[config.mk]
export PLATFORM = sky130hd
export DESIGN_NAME = alu8_core
export DESIGN_NICKNAME = d
export VERILOG_FILES = /design/src/rtl/alu8_pkg.sv /design/src/rtl/alu8_arith.sv /design/src/rtl/alu8_logic.sv /design/src/rtl/alu8_shift.sv /design/src/rtl/alu8_core.sv
export SDC_FILE = /design/constraint.sdc
export NUM_CORES = 1
export LEC_CHECK = 0
export BUFFER_PORTS_ARGS = -buffer_cell sky130_fd_sc_hd__buf_2
export CAP_MARGIN = 40
export CORE_MARGIN = 3
export CORE_UTILIZATION = 60
export CTS_CLUSTER_SIZE = 12
export DETAILED_ROUTE_END_ITERATION = 12
export MAX_ROUTING_LAYER = met4
export PLACE_DENSITY = 0.82
export SYNTH_ARGS = -nofsm -noshare
export SYNTH_HDL_FRONTEND = slang
export SYNTH_HIERARCHICAL = 1
export SYNTH_SLANG_ARGS = --single-unit
[constraint.sdc]
create_clock -name clk -period 8.6 [get_ports clk]
set_clock_uncertainty 0.1 [all_clocks]
set_input_delay 2.58 -clock clk [delete_from_list [all_inputs] [get_ports clk]]
set_output_delay 2.58 -clock clk [all_outputs]
set_load 0.02 [all_outputs]
[src/rtl/alu8_pkg.sv]
package alu8_pkg;

    typedef enum logic [3:0] {
        OP_ADD    = 4'd0,
        OP_SUB    = 4'd1,
        OP_CMP    = 4'd2,
        OP_AND    = 4'd3,
        OP_OR     = 4'd4,
        OP_XOR    = 4'd5,
        OP_TST    = 4'd6,
        OP_SHL    = 4'd7,
        OP_SHR    = 4'd8,
        OP_ROLC   = 4'd9,
        OP_RORC   = 4'd10,
        OP_ANDROR = 4'd11,
        OP_PASS   = 4'd12
    } op_e;

    localparam int unsigned ST_W  = 8;
    localparam int unsigned FL_C  = 0;
    localparam int unsigned FL_Z  = 1;
    localparam int unsigned FL_I  = 2;
    localparam int unsigned FL_D  = 3;
    localparam int unsigned FL_V  = 6;
    localparam int unsigned FL_N  = 7;
    localparam logic [ST_W-1:0] ST_LOAD_MASK = 8'hCF;

    // Flag values plus per-flag write enables produced by one unit
    typedef struct packed {
        logic c;
        logic v;
        logic z;
        logic n;
        logic wr_c;
        logic wr_v;
        logic wr_z;
        logic wr_n;
    } flag_upd_t;

    typedef struct packed {
        logic [ST_W-1:0] status;
    } alu_state_t;

endpackage

[src/rtl/alu8_arith.sv]
module alu8_arith
    import alu8_pkg::*;
#(
    parameter int unsigned W = 8
) (
    input  op_e            sel_i,
    input  logic [W-1:0]   a_i,
    input  logic [W-1:0]   m_i,
    input  logic           cin_i,
    output logic [W-1:0]   res_o,
    output flag_upd_t      fl_o
);
    logic [W-1:0] m_eff;
    logic [W:0]   sum;
    logic [W:0]   diff;
    logic         is_cmp;

    always_comb begin
        is_cmp = (sel_i == OP_CMP);
        m_eff  = (sel_i == OP_SUB) ? ~m_i : m_i;
        sum    = {1'b0, a_i} + {1'b0, m_eff} + {{W{1'b0}}, cin_i};
        diff   = {1'b0, a_i} - {1'b0, m_i};
        fl_o   = '0;
        if (is_cmp) begin
            res_o     = a_i;
            fl_o.c    = ~diff[W];
            fl_o.z    = (diff[W-1:0] == '0);
            fl_o.n    = diff[W-1];
            fl_o.wr_c = 1'b1;
            fl_o.wr_z = 1'b1;
            fl_o.wr_n = 1'b1;
        end else begin
            res_o     = sum[W-1:0];
            fl_o.c    = sum[W];
            fl_o.v    = ~(a_i[W-1] ^ m_eff[W-1]) & (a_i[W-1] ^ sum[W-1]);
            fl_o.z    = (sum[W-1:0] == '0);
            fl_o.n    = sum[W-1];
            fl_o.wr_c = 1'b1;
            fl_o.wr_v = 1'b1;
            fl_o.wr_z = 1'b1;
            fl_o.wr_n = 1'b1;
        end
    end

    // equal operands must give carry and zero together
    always_comb begin
        if (is_cmp && (a_i == m_i)) begin
            p_cmp_eq_r4: assert (fl_o.c && fl_o.z && !fl_o.wr_v);
        end
    end

endmodule

[src/rtl/alu8_logic.sv]
module alu8_logic
    import alu8_pkg::*;
#(
    parameter int unsigned W = 8
) (
    input  op_e            sel_i,
    input  logic [W-1:0]   a_i,
    input  logic [W-1:0]   m_i,
    output logic [W-1:0]   res_o,
    output flag_upd_t      fl_o
);
    logic [W-1:0] conj;

    always_comb begin
        conj = a_i & m_i;
        fl_o = '0;
        unique case (sel_i)
            OP_AND:  res_o = conj;
            OP_OR:   res_o = a_i | m_i;
            OP_XOR:  res_o = a_i ^ m_i;
            default: res_o = a_i;
        endcase
        if (sel_i == OP_TST) begin
            fl_o.z    = (conj == '0);
            fl_o.v    = m_i[W-2];
            fl_o.n    = m_i[W-1];
            fl_o.wr_z = 1'b1;
            fl_o.wr_v = 1'b1;
            fl_o.wr_n = 1'b1;
        end else begin
            fl_o.z    = (res_o == '0);
            fl_o.n    = res_o[W-1];
            fl_o.wr_z = 1'b1;
            fl_o.wr_n = 1'b1;
        end
    end

endmodule

[src/rtl/alu8_shift.sv]
module alu8_shift
    import alu8_pkg::*;
#(
    parameter int unsigned W = 8
) (
    input  op_e            sel_i,
    input  logic [W-1:0]   a_i,
    input  logic [W-1:0]   m_i,
    input  logic           cin_i,
    output logic [W-1:0]   res_o,
    output flag_upd_t      fl_o
);
    logic [W-1:0] masked;
    logic         fill;
    logic         left;

    always_comb begin
        masked = a_i & m_i;
        left   = (sel_i == OP_SHL) || (sel_i == OP_ROLC);
        fill   = ((sel_i == OP_ROLC) || (sel_i == OP_RORC)) ? cin_i : 1'b0;
        fl_o   = '0;
        if (sel_i == OP_ANDROR) begin
            res_o     = {cin_i, masked[W-1:1]};
            fl_o.c    = res_o[W-2];
            fl_o.v    = res_o[W-2] ^ res_o[W-3];
            fl_o.wr_v = 1'b1;
        end else if (left) begin
            res_o  = {a_i[W-2:0], fill};
            fl_o.c = a_i[W-1];
        end else begin
            res_o  = {fill, a_i[W-1:1]};
            fl_o.c = a_i[0];
        end
        fl_o.z    = (res_o == '0);
        fl_o.n    = res_o[W-1];
        fl_o.wr_c = 1'b1;
        fl_o.wr_z = 1'b1;
        fl_o.wr_n = 1'b1;
    end

endmodule

[src/rtl/alu8_core.sv]
module alu8_core
    import alu8_pkg::*;
#(
    parameter int unsigned W = 8
) (
    input  logic            clk,
    input  logic            rst_n,
    input  logic            valid_i,
    input  logic [3:0]      op_i,
    input  logic [W-1:0]    acc_i,
    input  logic [W-1:0]    opnd_i,
    input  logic            ld_i,
    input  logic [ST_W-1:0] ld_val_i,
    output logic [W-1:0]    res_o,
    output logic [ST_W-1:0] status_o
);
    typedef enum logic [1:0] { U_ARITH, U_LOGIC, U_SHIFT, U_NONE } unit_e;

    op_e        op;
    unit_e      unit;
    alu_state_t st_d, st_q;
    logic       cin;

    logic [W-1:0] res_ar, res_lg, res_sh;
    flag_upd_t    fl_ar, fl_lg, fl_sh, fl_sel;

    assign op  = op_e'(op_i);
    assign cin = st_q.status[FL_C];

    alu8_arith #(.W(W)) u_arith (
        .sel_i(op), .a_i(acc_i), .m_i(opnd_i), .cin_i(cin),
        .res_o(res_ar), .fl_o(fl_ar)
    );

    alu8_logic #(.W(W)) u_logic (
        .sel_i(op), .a_i(acc_i), .m_i(opnd_i),
        .res_o(res_lg), .fl_o(fl_lg)
    );

    alu8_shift #(.W(W)) u_shift (
        .sel_i(op), .a_i(acc_i), .m_i(opnd_i), .cin_i(cin),
        .res_o(res_sh), .fl_o(fl_sh)
    );

    always_comb begin
        unique case (op)
            OP_ADD, OP_SUB, OP_CMP:             unit = U_ARITH;
            OP_AND, OP_OR, OP_XOR, OP_TST:      unit = U_LOGIC;
            OP_SHL, OP_SHR, OP_ROLC, OP_RORC,
            OP_ANDROR:                          unit = U_SHIFT;
            default:                            unit = U_NONE;
        endcase

        unique case (unit)
            U_ARITH: begin res_o = res_ar; fl_sel = fl_ar; end
            U_LOGIC: begin res_o = res_lg; fl_sel = fl_lg; end
            U_SHIFT: begin res_o = res_sh; fl_sel = fl_sh; end
            default: begin res_o = acc_i;  fl_sel = '0;    end
        endcase

        st_d = st_q;
        if (ld_i) begin
            st_d.status = ld_val_i & ST_LOAD_MASK;
        end else if (valid_i) begin
            if (fl_sel.wr_c) st_d.status[FL_C] = fl_sel.c;
            if (fl_sel.wr_v) st_d.status[FL_V] = fl_sel.v;
            if (fl_sel.wr_z) st_d.status[FL_Z] = fl_sel.z;
            if (fl_sel.wr_n) st_d.status[FL_N] = fl_sel.n;
        end
    end

    always_ff @(posedge clk or negedge rst_n) begin
        if (!rst_n) begin
            st_q <= '0;
        end else begin
            st_q <= st_d;
        end
    end

    assign status_o = st_q.status;

    // status held when nothing commits
    p_hold_r10: assert property (@(posedge clk) disable iff (!rst_n)
        (!valid_i && !ld_i) |=> $stable(status_o));

    // loaded value arrives masked one edge later
    p_load_mask_r9: assert property (@(posedge clk) disable iff (!rst_n)
        ld_i |=> (status_o == ($past(ld_val_i) & ST_LOAD_MASK)));

    // bits 5 and 4 never set
    p_rsvd_zero_r9: assert property (@(posedge clk) disable iff (!rst_n)
        status_o[5:4] == 2'b00);

    // logic ops keep carry and overflow
    p_logic_cv_r5: assert property (@(posedge clk) disable iff (!rst_n)
        (valid_i && !ld_i && (op_i inside {4'd3, 4'd4, 4'd5}))
        |=> (status_o[FL_C] == $past(status_o[FL_C]))
         && (status_o[FL_V] == $past(status_o[FL_V])));

    // compare leaves the register value on the result
    p_cmp_keep_r4: assert property (@(posedge clk) disable iff (!rst_n)
        (op_i == 4'd2) |-> (res_o == acc_i));

    // decimal and interrupt bits held across operations
    p_di_held_r10: assert property (@(posedge clk) disable iff (!rst_n)
        (valid_i && !ld_i) |=> (status_o[FL_D] == $past(status_o[FL_D]))
                            && (status_o[FL_I] == $past(status_o[FL_I])));

endmodule

==> results of run 1 <==
==> cells in the mapped netlist (7+ instances only) <==
cell	instances
mux4_2	7
a21boi_0	12
nand2_1	20
inv_1	32
xnor2_1	10
nor2b_1	8
and3_1	9
mux2_1	10
buf_4	20
a21oi_1	21
o21ai_0	31
ha_1	31
xor2_1	9
nor3b_1	10
mux2i_1	13
nor3_1	10
a221o_1	8
nor2_1	25
a2bb2oi_1	7
==> critical path, delay by kind of cell <==
kind	cells	cell delay (ns)
simple gates	2	0.41
mux	2	0.42
buf+inv	3	0.45
xor+xnor	1	0.09
compound gates	5	1.02
fa+ha+maj	2	0.82
==> per-stage QoR <==
stage / area (µm²) / total power [mW] / cells
global route: 3430 / 0.320 / 510
floorplan: 3260 / 0.195 / 422
finish: 3430 / 0.294 / 510
detailed placement: 3380 / 0.249 / 507
global placement: 3380 / 0.242 / 507
CTS: 3420 / 0.291 / 510
==> power by group <==
| group | switching (mW) | internal [mW] | total (mW) |
|---|---|---|---|
| Combinational | 0.125 | 0.0937 | 0.219 |
| Sequential | 0.00317 | 0.0317 | 0.0348 |
| Clock | 0.0104 | 0.0299 | 0.0403 |
| Total | 0.138 | 0.155 | 0.294 |
==> area by class of cell <==
class | instances | share of cell area [%]
multi-input combinational | 347 | 80.2
timing repair buffer | 51 | 8.04
sequential | 6 | 4.38
inverter | 33 | 3.62
tap | 70 | 2.56
clock buffer | 3 | 1.21
==> worst max-delay path by stage <==
stage | cells past startpoint | endpoint
after floorplan | 12 | res_o[6]
after global placement | 14 | res_o[6]
after detailed placement | 14 | res_o[6]
after CTS | 14 | res_o[6]
after global routing | 15 | res_o[6]
final | 15 | res_o[6]
==> metal layers <==
| layer | wire (µm) | vias up | part of all wire (%) | global-route usage [%] |
|---|---|---|---|---|
| met1 | 3880 | 1529 | 44 | 39.8 |
| met5 | 0 | - | 0 | - |
| met2 | 4140 | 162 | 47 | 48.5 |
| met3 | 650 | 14 | 7.4 | 3.27 |
| li1 | - | 1561 | - | - |
| met4 | 138 | 0 | 1.6 | 6.70 |
==> cells by family (layout without fill, tap and decap cells) <==
| group | count (synthesis) | in the layout | synth area share, % |
|---|---|---|---|
| fa+ha+maj | 34 | 34 | 13.9 |
| buf+inv | 69 | 87 | 11.4 |
| mux | 36 | 36 | 14.9 |
| other cells | 5 | 12 | 0.581 |
| simple gates | 122 | 122 | 21.8 |
| compound gates | 124 | 124 | 27.6 |
| xor+xnor | 19 | 19 | 5.15 |
| flops | 6 | 6 | 4.65 |
==> cell usage in the layout, fill, tap and decap left out, types with 3 or more instances in the layout <==
| cell type | instances |
|---|---|
| a21boi_0 | 12 |
| dfrtp_1 | 6 |
| nor2b_1 | 8 |
| a31oi_1 | 3 |
| nand2b_1 | 3 |
| nor3_1 | 10 |
| a41oi_1 | 4 |
| nor2_1 | 25 |
| clkbuf_8 | 3 |
| conb_1 | 12 |
| nand3b_1 | 5 |
| xor2_1 | 9 |
| fa_1 | 3 |
| mux4_2 | 7 |
| nand3_1 | 6 |
| mux2_1 | 9 |
| a21oi_2 | 4 |
| buf_4 | 8 |
| buf_2 | 43 |
| inv_1 | 32 |
| nor4_1 | 4 |
| a32oi_1 | 6 |
| a2bb2oi_1 | 7 |
| ha_1 | 31 |
| xnor2_1 | 10 |
| nor3b_1 | 10 |
| a21oi_1 | 21 |
| and3_1 | 9 |
| nand2_1 | 20 |
| a221o_1 | 8 |
| mux2_4 | 5 |
| o21ai_0 | 31 |
| or2_2 | 4 |
| mux2i_1 | 13 |
==> timing repair <==
action	CTS	global route
resized for setup	0	1
endpoints found under the setup margin	0	1
setup buffers	0	0
==> results.md, run 1 <==
- Worst R2R Start: status_o[0]$_DFFE_PN0P_
- Post-Syn Area: 3230 µm²
- Hold Path Depth: 1
- Initial antenna violation count: 0
- ANT cells: 0
- Post-synth EDFFs: 0
- Routed WL: 8810 µm
- MaxCap Viol Count: 0
- Slack of the critical path: 0.118 ns
- Peak VDD IR: 0.0876 mV
- Top post-synthesis cells by area: ha_1 (12%), mux4_2 (4.9%), o21ai_0 (4.8%)
- Initial Util: 62.5%
- FF-to-FF path depth: 12
- Yosys cell types: 73
- Crit path from: op_i[1]
- Hold endpoint: status_o[2]$_DFFE_PN0P_
- Layout cells sized above 1: 20.5%
- Pwr Density: 85.8 nW/µm²
- Max reg flops: 6
- CTS H-tree depth: 1
- Final design utilization: 66.2%
- GRT Residual Overflow: 0
- Cells after Synth: 415
- Placer Congestion: 0.992
- Yosys warnings: 6
- Vias: 3266
- Root Driver: clkbuf_8
- Hold Crit Start: status_o[2]$_DFFE_PN0P_
- WP data required: 5.92 ns
- CP max-delay cell: fa_1
- CORE AREA: 5170 µm²
- Final hold vios: 0
- DIE HEIGHT: 79.4 µm
- Clk slew on worst S/H paths: 0.03 ns
- Area of the multi-input gates: 2750 µm²
- Critical path cell sequence: buf_2, nor4b_2, buf_4, xor2_1, fa_1, fa_1, a21o_1, a21oi_2, or2b_1, a21oi_1, a211o_1, o21ai_0, mux2_4, mux4_2, buf_2
- CP Class: in -> out
- P&R area growth vs syn: 6.04%
- Drt pass-1 iters: 5
- Largest net degree at the start of global routing: 53
- Post-synth ARST share: 100%
- First-pass GRT wire length: 14800 µm
- CP Capture Type: output pin
- Top_reg_cell synth: dfrtp_1
- Yosys top cell area share: 12.0%
- Final Setup Violations: 0
- Rows: 26
- WL/cell: 17.3 µm
- Outcome: complete, no violations
- Worst Hold Class: reg -> reg
- Worst-path fanout max: 2
- Area leader, netlist: ha_1
- Worst-Skew Late Latency: 0.22 ns
- Least-Margin Pin Slew: 0.726 ns
- Vias/cell: 6.40
- Slew Viols, Final: 0
- Cts bufs inserted: 3
- DIE WIDTH: 79.4 µm
- # fillers: 452
- PortBufs: 43
- Slew Limit Headroom: 51.6%
- # clock sinks: 6
- GRT Overall Usage: 29.7%
- P_leak: 1.60 nW
- Fin crit period: 8.48 ns
- Reg2Reg Capture Point: status_o[1]$_DFFE_PN0P_
- Post-cts hold buffer count: 0
- Register area share after synthesis: 4.65%
- RSZ-0062 raised after global routing: no
- Flop-to-flop setup slack: 5.38 ns
- 1st-iter DRT viols: 339
- Ports: 48
- Worst setup SP type: input port
- DRC violations left: 0
- Number of global-route vias before repair: 3143
- CTS tree: done
- Net count, final: 508
- Hold slack: 0.412 ns
- Setup total negative slack: 0 ns
- Mean Syn Cell Area: 7.78 µm²
- Reg area: 150 µm²
- DIE AREA: 6300 µm²
- Final ANT Viol Nets: 0
- Final HPWL DP: 6630 µm
- Crit-path max cell delay: 0.41 ns
- Flops & latches, synth: 6
- Dpl ws: 0.133 ns
- Arrival time worst endpoint: 5.80 ns
- Clock Tree Buf Depth: 2
- Final period util: 98.6%
- FMAX: 0.118 GHz
No activity file was read; power rests on OpenSTA's default activity.
==> run 2: changes to the inputs <==
- CORE_UTILIZATION: 60 -> 50
- PLACE_DENSITY: 0.82 -> 0.7
==> run 2 against run 1 <==
  * Utilization decreased by 10 points
  * Global-route usage down 5.2 points
  * Sequential share of layout area barely moved
  * Critical path depth shrank 2
  * Worst hold slack worse by 0.0030 ns
  * Sequential power barely moved
  * Combinational power hardly changed
  * Power decreased by 0.69%
  * Fmax increased by 0.12%
  * Worst setup slack better by 0.010 ns
  * Cell count up 0.59%
  * Largest cell class unchanged
==> results.md, run 2 (synthesis gave the netlist of run 1 again) <==
- Outcome: complete, no violations
- WL/cell: 17.3 µm (about the same)
- Setup total negative slack: 0 ns (unchanged)
- Max reg flops: 6 (unchanged)
- CTS H-tree depth: 1 (unchanged)
- Clock Tree Buf Depth: 2 (unchanged)
- CP Class: in -> out
- Post-CTS Resized: 0 (unchanged)
- Initial antenna violation count: 0 (unchanged)
- CTS tree: done
- 1st-iter DRT viols: 270 (-20%)
- P_int: 0.154 mW (-0.84%)
- P_leak: 1.58 nW (-0.92%)
- DIE AREA: 7460 µm² (+18%)
- # fillers: 617 (+37%)
- GRT Overall Usage: 24.5% (-5.2 points)
- Placer Congestion: 0.980 (-1.2%)
- Layout cells sized above 1: 19.9% (-0.59 points)
- Final Power: 0.292 mW (-0.69%)
- Final hold vios: 0 (unchanged)
- Worst-Skew Late Latency: 0.22 ns (about the same)
- RSZ-0062 raised after global routing: no
- Worst-path fanout max: 3 (+1)
- Drt pass-1 iters: 5 (unchanged)
- Fin crit period: 8.47 ns (-0.0105 ns)
- Slew Limit Headroom: 51.1% (-0.57 points)
- Number of global-route vias before repair: 3071 (-2.3%)
- Least-Margin Pin Slew: 0.724 ns (-0.00136 ns)
- Cts bufs inserted: 3 (unchanged)
- ANT cells: 0 (unchanged)
- Ports: 48 (unchanged)
- Largest net degree at the start of global routing: 53 (unchanged)
- Hold endpoint: status_o[2]$_DFFE_PN0P_
- Sequential share of power: 12.0% (about the same)
- Reg2Reg Capture Point: status_o[1]$_DFFE_PN0P_
- DIE WIDTH: 86.4 µm (+8.8%)
- GRT Residual Overflow: 0 (unchanged)
- # clock sinks: 6 (unchanged)
- FMAX: 0.118 GHz (+0.12%)
- Hold Crit Start: status_o[2]$_DFFE_PN0P_
- MaxCap Viol Count: 0 (unchanged)
- Vias/cell: 6.30 (-1.7%)
- Peak VDD IR: 0.110 mV (+25%)
- Hold Path Depth: 1 (unchanged)
- FF-to-FF path depth: 12 (unchanged)
- Root Driver: clkbuf_8
- Post-cts hold buffer count: 0 (unchanged)
- Worst R2R Start: status_o[0]$_DFFE_PN0P_
- First-pass GRT wire length: 14700 µm (-1.3%)
- Final design utilization: 56.1% (-10 points)
- DRC violations left: 0 (unchanged)
- PortBufs: 43 (unchanged)
- Net count, final: 506 (-0.39%)
- Final period util: 98.5% (-0.12 points)
- Slew Viols, Final: 0 (unchanged)
- Switching part of the total: 47.2% (+0.082 points)
- Sw Pwr: 0.138 mW (-0.51%)
- Vias: 3231 (-1.1%)
- Final Setup Violations: 0 (unchanged)
- Postcts setup bufs: 0 (unchanged)
- Rows: 28 (+7.7%)
- CORE AREA: 6100 µm² (+18%)
- Final ANT Viol Nets: 0 (unchanged)
- Routed WL: 8860 µm (+0.52%)
- P&R area growth vs syn: 5.89%
- Most frequent cells in the layout: buf_2 (43), inv_1 (32), o21ai_0 (31), ha_1 (31), nor2_1 (25)
- Initial Util: 53.0% (-9.5 points)
- Worst Hold Class: reg -> reg
- Worst setup SP type: input port
- DIE HEIGHT: 86.4 µm (+8.8%)
- Clk slew on worst S/H paths: 0.03 ns (about the same)
- Final HPWL DP: 6570 µm (-0.90%)
- Clock power share: 13.8% (about the same)
- WP data required: 5.92 ns (about the same)
- Pwr Density: 85.3 nW/µm² (-0.54%)
- Flop-to-flop setup slack: 5.40 ns (+0.02 ns)
- Comb power frac: 74.2% (-0.2 points)
- Arrival time worst endpoint: 5.79 ns (about the same)
- CP Capture Type: output pin
- Commonest non-fill, non-tap cell in the layout: buf_2
-- run 2: per-layer routing --
metal | global-route usage [%] | share of wire, % | vias up
li1 | - | - | 1562
met3 | 0.856 | 5.9 | 6
met2 | 38.7 | 46 | 102
met1 | 35.3 | 47 | 1561
met5 | - | 0 | -
met4 | 4.53 | 0.76 | 0
-- run 2: per-stage QoR --
step / cell area, µm² / worst slack (ns) / instances / hold slack, ns
after floorplan: 3260 / 0.457 / 422 / 0.536
after global placement: 3360 / 0.102 / 509 / 0.387
after detailed placement: 3370 / 0.0327 / 510 / 0.397
after CTS: 3410 / 0.0115 / 513 / 0.412
after global routing: 3420 / 0.00558 / 513 / 0.428
final: 3420 / 0.128 / 513 / 0.409
-- run 2: worst max path at each step --
stage / startpoint / cells after the start / endpoint
global route: op_i[2] / 13 / res_o[6]
finish: op_i[2] / 13 / res_o[6]
CTS: op_i[1] / 13 / res_o[6]
floorplan: op_i[1] / 12 / res_o[6]
detailed placement: op_i[1] / 13 / res_o[6]
global placement: op_i[1] / 13 / res_o[6]
-- run 2: power groups by stage --
stage	clock network [mW]	logic [mW]	registers [mW]
detailed placement	0	0.212	0.0350
finish	0.0404	0.216	0.0349
global route	0.0440	0.238	0.0354
floorplan	0	0.156	0.0383
CTS	0.0417	0.213	0.0348
global placement	0	0.207	0.0349
-- run 2: cell type report --
type	count	area, µm²	share of cell area [%]
Clock buffer	3	41.3	1.21
Inverter	33	124	3.62
Multi-Input combinational cell	347	2760	80.5
Sequential cell	6	150	4.39
Tap cell	75	93.8	2.74
Timing Repair Buffer	49	256	7.50
-- run 2: critical path, stage by stage --
cell,delay [ns]
buf_2,0.12
nor4b_4,0.37
xor2_1,0.14
fa_2,0.39
fa_1,0.43
a21o_1,0.19
a21oi_2,0.16
or2b_1,0.14
a211o_1,0.15
o21ai_0,0.15
mux2_1,0.36
mux4_2,0.45
buf_2,0.17
